==> src/rtl/ctrl_rx_pkg.sv <==
package ctrl_rx_pkg;

  // Strobes from the control sequencer to the capture datapath.
  typedef struct packed {
    logic sample;   // take serIn on this edge (serial clock rising)
    logic lastBit;  // this sample completes the frame
  } rxStrobe_t;

endpackage

==> src/rtl/ctrl_rx_ctrl.sv <==
module ctrl_rx_ctrl
  import ctrl_rx_pkg::*;
#(
  parameter int DIV_HALF   = 4,
  parameter int FRAME_BITS = 16
) (
  input  logic      clk,
  input  logic      rst,
  output logic      loadOut,
  output logic      sclkOut,
  output rxStrobe_t strobe
);

  // Half-periods: two for the load strobe, two per data bit.
  localparam int HALVES = 2 * (FRAME_BITS + 1);
  localparam int HALF_W = $clog2(HALVES);
  localparam int DIV_W  = (DIV_HALF > 1) ? $clog2(DIV_HALF) : 1;

  logic [DIV_W-1:0]  divCnt, divNext;
  logic [HALF_W-1:0] halfIdx, halfNext;
  logic              atEnd;
  logic              loadNext, sclkNext;

  always_comb begin
    atEnd = (divCnt == DIV_W'(DIV_HALF - 1));
    if (atEnd) begin
      divNext  = '0;
      halfNext = (halfIdx == HALF_W'(HALVES - 1)) ? '0 : halfIdx + 1'b1;
    end else begin
      divNext  = divCnt + 1'b1;
      halfNext = halfIdx;
    end
    loadNext = (halfNext < HALF_W'(2));
    sclkNext = (halfNext >= HALF_W'(2)) && halfNext[0];
  end

  // A sample happens when a low data half-period ends.
  always_comb begin
    strobe.sample  = atEnd && (halfIdx >= HALF_W'(2)) && !halfIdx[0];
    strobe.lastBit = (halfIdx == HALF_W'(HALVES - 2));
  end

  // Reset parks the sequencer at the end of a frame, so the
  // first edge after reset opens a full-width load strobe.
  always_ff @(posedge clk) begin
    if (rst) begin
      divCnt  <= DIV_W'(DIV_HALF - 1);
      halfIdx <= HALF_W'(HALVES - 1);
      loadOut <= 1'b0;
      sclkOut <= 1'b0;
    end else begin
      divCnt  <= divNext;
      halfIdx <= halfNext;
      loadOut <= loadNext;
      sclkOut <= sclkNext;
    end
  end

  // ---------------- assertions ----------------
  logic [31:0] loadRun;
  always_ff @(posedge clk) begin
    if (rst)          loadRun <= '0;
    else if (loadOut) loadRun <= loadRun + 1'b1;
    else              loadRun <= '0;
  end

  a_r2_load_width: assert property (@(posedge clk) disable iff (rst)
    $fell(loadOut) |-> (loadRun == 32'(2 * DIV_HALF)));

  a_r2_no_overlap: assert property (@(posedge clk) disable iff (rst)
    !(loadOut && sclkOut));

  a_r4_sample_edge: assert property (@(posedge clk) disable iff (rst)
    strobe.sample |=> $rose(sclkOut));

  a_r3_rise_sampled: assert property (@(posedge clk) disable iff (rst)
    $rose(sclkOut) |-> $past(strobe.sample));

endmodule

==> src/rtl/ctrl_rx_dp.sv <==
module ctrl_rx_dp
  import ctrl_rx_pkg::*;
#(
  parameter int NUM_PORTS = 2,
  parameter int MISC_BITS = 8
) (
  input  logic                   clk,
  input  logic                   rst,
  input  logic                   serIn,
  input  rxStrobe_t              strobe,
  output logic [2*NUM_PORTS-1:0] horizPair,
  output logic [2*NUM_PORTS-1:0] vertPair,
  output logic [MISC_BITS-1:0]   statusByte,
  output logic                   frameDone
);

  localparam int QUAD_BITS  = 4 * NUM_PORTS;
  localparam int FRAME_BITS = QUAD_BITS + MISC_BITS;

  logic [FRAME_BITS-1:0] shiftReg, nextShift, frameReg;
  logic                  commit;

  // Bits arrive first-to-last; after a full frame, bit 0 sits at position 0.
  assign nextShift = {serIn, shiftReg[FRAME_BITS-1:1]};
  assign commit    = strobe.sample && strobe.lastBit;

  always_ff @(posedge clk) begin
    if (rst) begin
      shiftReg  <= '0;
      frameReg  <= '0;
      frameDone <= 1'b0;
    end else begin
      if (strobe.sample) shiftReg <= nextShift;
      if (commit)        frameReg <= nextShift;
      frameDone <= commit;
    end
  end

  for (genvar p = 0; p < NUM_PORTS; p++) begin : g_port
    assign horizPair[2*p +: 2] = frameReg[4*p +: 2];
    assign vertPair[2*p +: 2]  = frameReg[4*p+2 +: 2];
  end

  assign statusByte = frameReg[FRAME_BITS-1:QUAD_BITS];

  // ---------------- assertions ----------------
  a_r7_atomic: assert property (@(posedge clk) disable iff (rst)
    !frameDone |-> ($stable(statusByte) && $stable(horizPair) && $stable(vertPair)));

  a_r7_done_pulse: assert property (@(posedge clk) disable iff (rst)
    frameDone |=> !frameDone);

  a_r7_done_cause: assert property (@(posedge clk) disable iff (rst)
    frameDone |-> $past(strobe.sample && strobe.lastBit));

endmodule

==> src/rtl/ctrl_serial_rx.sv <==
module ctrl_serial_rx
  import ctrl_rx_pkg::*;
#(
  parameter int DIV_HALF  = 4,
  parameter int NUM_PORTS = 2,
  parameter int MISC_BITS = 8
) (
  input  logic                   clk,
  input  logic                   rst,
  input  logic                   serIn,
  output logic                   loadOut,
  output logic                   sclkOut,
  output logic [2*NUM_PORTS-1:0] horizPair,
  output logic [2*NUM_PORTS-1:0] vertPair,
  output logic [MISC_BITS-1:0]   statusByte,
  output logic                   frameDone
);

  localparam int FRAME_BITS = 4 * NUM_PORTS + MISC_BITS;

  rxStrobe_t strobe;

  ctrl_rx_ctrl #(
    .DIV_HALF  (DIV_HALF),
    .FRAME_BITS(FRAME_BITS)
  ) ctrl_i (
    .clk    (clk),
    .rst    (rst),
    .loadOut(loadOut),
    .sclkOut(sclkOut),
    .strobe (strobe)
  );

  ctrl_rx_dp #(
    .NUM_PORTS(NUM_PORTS),
    .MISC_BITS(MISC_BITS)
  ) dp_i (
    .clk       (clk),
    .rst       (rst),
    .serIn     (serIn),
    .strobe    (strobe),
    .horizPair (horizPair),
    .vertPair  (vertPair),
    .statusByte(statusByte),
    .frameDone (frameDone)
  );

  a_r1_reset_quiet: assert property (@(posedge clk)
    $past(rst) |-> (!loadOut && !sclkOut && !frameDone && statusByte == '0));

endmodule

==> config.mk <==
export PLATFORM = sky130hd
export DESIGN_NAME = ctrl_serial_rx
export DESIGN_NICKNAME = d
export VERILOG_FILES = /design/src/rtl/ctrl_rx_pkg.sv /design/src/rtl/ctrl_rx_ctrl.sv /design/src/rtl/ctrl_rx_dp.sv /design/src/rtl/ctrl_serial_rx.sv
export SDC_FILE = /design/constraint.sdc
export NUM_CORES = 1
export LEC_CHECK = 0
export ABC_AREA = 1
export BUFFER_PORTS_ARGS = -buffer_cell sky130_fd_sc_hd__buf_2
export CAP_MARGIN = 20
export CORE_MARGIN = 2
export CORE_UTILIZATION = 40
export DETAILED_ROUTE_END_ITERATION = 8
export SLEW_MARGIN = 15
export SYNTH_ARGS = -nofsm -noshare
export SYNTH_HDL_FRONTEND = slang
export SYNTH_SLANG_ARGS = --single-unit
==> constraint.sdc <==
create_clock -name clk -period 3.45 [get_ports clk]
set_input_delay 0.69 -clock clk [delete_from_list [all_inputs] [get_ports clk]]
set_output_delay 0.69 -clock clk [all_outputs]
set_load 0.01 [all_outputs]
# --- Word-level counts from Yosys, hierarchy flattened ---
# Cells that the tools add are included.
op_classes:
  add_sub_neg: 2
  n_reduce_logical: 5
  mux: 3
  eq_ne: 3
  n_lt_le_gt_ge: 3
op_table:
  columns: ["operator", "count"]
  rows:
  - ["$eq 6x6->1 const B", 2]
  - ["$ge 6x2->1 const B", 2]
  - ["$mux 6", 2]
  - ["$add 6x1->6 const B", 1]
  - ["$lt 6x2->1 const B", 1]
  - ["$logic_and 1x1->1", 4]
  - ["$add 2x1->2 const B", 1]
  - ["$eq 2x2->1 const B", 1]
  - ["$mux 2", 1]
  - ["$logic_not 1->1", 1]
word_totals:
  in_bits: 3
  word_cells: 23
  out_inout_bits: 19
  regBits: 43

# --- Longest topological paths before layout ---
depth:
  depth_word: 5
  depth_mapped: 10
  ltp_nobuf: 10

# --- By module ---
# Synthesis repeated with hierarchy kept, for this count alone.
unflattened:
  cells_unflattened: 231
  area_unflattened_um2: 1745.4
by_module_without_submodules:
  columns: ["module", "instances", "area_per_inst_um2", "cells_per_inst", "seq_area_each_um2"]
  rows:
  - ["ctrl_rx_dp", 1, 1183.6, 153, 640.6]
  - ["ctrl_rx_ctrl", 1, 561.8, 78, 200.2]

# --- Least setup slack after synthesis ---
# Ideal clock, no wire load.
synth_path:
  kind: "flip-flop to flip-flop"
  startpoint: "register ctrl_i.halfIdx[0]"
  endpoint: "register dp_i.frameReg[10]"
  synth_period_minus_slack_ps: 1483
  t_arrival_ps: 1371
  stages_incl_launch_ff: 10
  setup_time_ps: 112
  path_buffers: 1
  setup_slack_ps: 1967
  required_time_ps: 3338
  path_cell_list: "dfxtp_1 > inv_1 > ha_1 > nor2_1 > nand4_2 > nand2_4 > nor2_8 > buf_12 > nor2_2 > nor2_2"
synth_between:
  elab_chain_cells: 4
  elab_cells_between_ends: 6
  classes_between: "1 x order compare; 1 x eq/ne; 4 x reduce/logical"
synth_lines:
  columns: ["item", "line_no", "rtl"]
  rows:
  - ["from (decl)", "ctrl_rx_ctrl.sv:20", "logic [HALF_W-1:0] halfIdx, halfNext;"]
  - ["from (signal assigned)", "ctrl_rx_ctrl.sv:48", "halfIdx <= HALF_W'(HALVES - 1);"]
  - ["from (signal assigned)", "ctrl_rx_ctrl.sv:53", "halfIdx <= halfNext;"]
  - ["$ge 6x2->1", "ctrl_rx_ctrl.sv:39", "strobe.sample = atEnd && (halfIdx >= HALF_W'(2)) && !halfIdx[0];"]
  - ["$logic_and 1x1->1 (2 in a row)", "ctrl_rx_ctrl.sv:39", null]
  - ["$logic_and 1x1->1 (*)", "ctrl_rx_dp.sv:25", "assign commit = strobe.sample && strobe.lastBit;"]
  - ["to (signal assigned)", "ctrl_rx_dp.sv:34", "if (commit) frameReg <= nextShift;"]
  - ["to (decl)", "ctrl_rx_dp.sv:20", "logic [FRAME_BITS-1:0] shiftReg, nextShift, frameReg;"]
# Mark *: on every way between the ends. The rest lies on a longest branch, timed or not.
# A chain may end at the register's enable or synchronous reset.

# --- Worst setup path in the final report ---
layout_path:
  startpoint: "register ctrl_i.halfIdx[0]"
  endpoint: "register dp_i.frameReg[7]"
# The elaborated chain is that of the path after synthesis.

==> reports/metrics.cfg <==
[floorplanning]
rows = 23
core_area_sq_mm = 0.004058
die_width_um = 69.54
die_area_sq_mm = 0.004835
fp.dieH_um = 69.54
pin_count = 22
start_util_pct = 42.34

[cts]
clockRootBuffer = clkbuf_8
post_cts.repair.setup_buffers = 0
path_clk_slew_ns = 0.09
clock_sinks = 42
cts_tree = yes
cts_resized = 0
numCtsBuffers = 5
ctsHoldBuffers = 0
clock_latency_ns = 0.30
max-clock-path-buffers = 2
htreeDepth = 2

[sta]
layout_min_cycle_time_ns = 1.876
slew_viol_final = 0
worst_pin_slew_ns = 0.4065
slew_headroom_pct = 72.73
setup_viol = 0
setup_tns_ns = 0
timing.fmax_mhz = 533.1
post-route-period-util_pct = 54.38
rsz0062_at_grt = false
skew_ns = 0.009827
finalHoldViolCount = 0

[hold_path]
hold_path_depth = 1
hold_class = reg2reg

[logic_synthesis]
yosysWarnings = 0
synth_area_sq_mm = 0.001718
synth.net_count = 217
yosysMostFrequentCell = dfxtp_1
synthArstFlopShare_pct = 0
avgSynthCellArea_sq_um = 8.220
netlist_instances = 209
synth_edf_count = 0
ys.flop_type = dfxtp_1
yosysTopAreaCellShare_pct = 48.94
ys_ff_latch = 42
ys_seq_area_share_pct = 48.94
synth.distinct_cells = 25
yosys-top-cells-area = dfxtp_1, nand2_1, o21ai_0
synth_common_cells = dfxtp_1, nand2_1, o21ai_0
yosysTopAreaCell = dfxtp_1

[finish]
postLayoutCellArea_sq_mm = 0.001957
drive_above_1_share_pct = 25.32
area_delta_synth_final_pct = 13.91
n_antenna_cell = 0
fin_util_pct = 48.23
fin_nets = 240

[global_routing]
grt_antenna_before_repair = 0
grt_util_all_layers_pct = 13.13
grt.overflow.total = 0
grt_max_degree = 29
grt_first_pass_wirelength_mm = 5.057
grt_pass1_vias = 1175

[critical_path]
path_class = reg2reg
crit_chain = inv_1 -> ha_1 -> nor2_1 -> nand4_2 -> nand2_4 -> inv_2 -> nand2_2 -> nand3_1 -> o21ai_0
slowest_delay_ns = 0.49
cp.required_ns = 3.68
cp_slowest_cell = dfxtp_1
crit_path_end_kind = flop
crit_fanout = 28
arrival_ns = 2.11
startpoint_type = flop
reg2reg_depth = 9

[routing]
vias = 1303
finalWirelength_mm = 2.971
routedWlPerCell_um = 10.50
post-route-drc-count = 0
first_iter_violations = 66
via_per_inst = 4.604
final_antenna_net_count = 0
dr.pass1.iters = 4

[power]
p_leak_nw = 0.8882
peakVddDrop_mv = 0.2703
swShare_pct = 27.54
p_switching_w = 0.0003048
power_density_mw_per_mm2 = 565.6
power_frac_clock_pct = 35.3
internal_power_w = 0.0008020
pwr-share-seq_pct = 49.6
combinationalPowerShare_pct = 15.1

[placement]
hpwl_mm = 2.059
port_buffers = 21
gp_congestion = 0.7562
place_area_sq_mm = 0.001844

[run]
drv_cap = 0

[outcome]
outcome = finished clean

-- power by group through the flow --
stage	registers, W	clock network, W	logic (W)
floorplan	0.000562	0	0.000133
global placement	0.000560	0	0.000169
detailed placement	0.000560	0	0.000169
CTS	0.000549	0.000408	0.000171
global route	0.000553	0.000426	0.000191
finish	0.000548	0.000391	0.000167
-- cells by family (layout without fill, tap and decap cells) --
| kind of cell | Yosys count | after routing | share of synthesized area (%) |
|---|---|---|---|
| and+or+nand+nor | 98 | 98 | 28.84 |
| DFF | 42 | 42 | 48.94 |
| AOI/OAI and AO/OA | 36 | 36 | 10.63 |
| buffers and inverters | 27 | 51 | 7.429 |
| adders and majority gates | 5 | 5 | 3.642 |
| xor gates and xnor gates | 1 | 1 | 0.5099 |
-- per-layer routing --
layer | GRT usage [%] | share of wire, % | vias to the layer above
li1 | - | - | 712
met1 | 15.78 | 47 | 569
met2 | 20.83 | 47 | 16
met3 | 4.506 | 3.7 | 6
met4 | 6.536 | 2.1 | 0
met5 | 0 | 0 | -
-- final timing paths --
path	slack [ns]	endpoint	startpoint
max	1.57	dp_i.frameReg[7]$_SDFFE_PP0P_	ctrl_i.halfIdx[0]$_SDFF_PP1_
max reg2reg	1.57	dp_i.frameReg[7]$_SDFFE_PP0P_	ctrl_i.halfIdx[0]$_SDFF_PP1_
min	0.45	ctrl_i.divCnt[0]$_SDFF_PP1_	ctrl_i.divCnt[0]$_SDFF_PP1_
min reg2reg	0.45	ctrl_i.divCnt[0]$_SDFF_PP1_	ctrl_i.divCnt[0]$_SDFF_PP1_
-- critical path: cells and delay by family (launching register included) --
family / cells / cell delay (ns)
compound gates: 1 / 0.08
flops: 1 / 0.49
fa+ha+maj: 1 / 0.21
buf+inv: 2 / 0.24
simple gates: 5 / 0.80
-- cell usage in the layout (no fill, tap or decap), types with 5 or more instances in the layout --
cell	n
o21ai_0	22
nand2_1	40
buf_2	21
a21oi_1	13
nor2_1	18
nand3_1	13
inv_1	16
nor2_2	13
clkbuf_8	5
ha_1	5
dfxtp_1	42
-- per-stage QoR --
step           hold WS, ns  std cells  power [W]  worst slack (ns)
2_1_floorplan       0.4181        209  0.0006949             1.967
4_1_cts             0.4523        283   0.001127             1.532
6_report            0.4467        283   0.001107             1.574
3_3_place_gp        0.4413        275  0.0007288             1.499
3_5_place_dp        0.4388        275  0.0007292             1.468
5_1_grt             0.4903        283   0.001170             1.427
-- flip-flops by register name, summed over array words and instances (netlist names) --
register        cells
dp_i.frameReg      16
ctrl_i.sclkOut      1
ctrl_i.loadOut      1
ctrl_i.halfIdx      6
ctrl_i.divCnt       2
dp_i.shiftReg      15
dp_i.frameDone      1
-- layout make-up --
type / count / area, sq um
clock inverters: 3 / 43.79
clock buffers: 5 / 68.82
flip-flops and latches: 42 / 840.8
multi-input cells: 140 / 749.5
repair buffers: 22 / 112.6
fillers: 416 / 2101
well taps: 50 / 62.56
inverters: 21 / 78.83
Power figures use the tool's default switching activity.
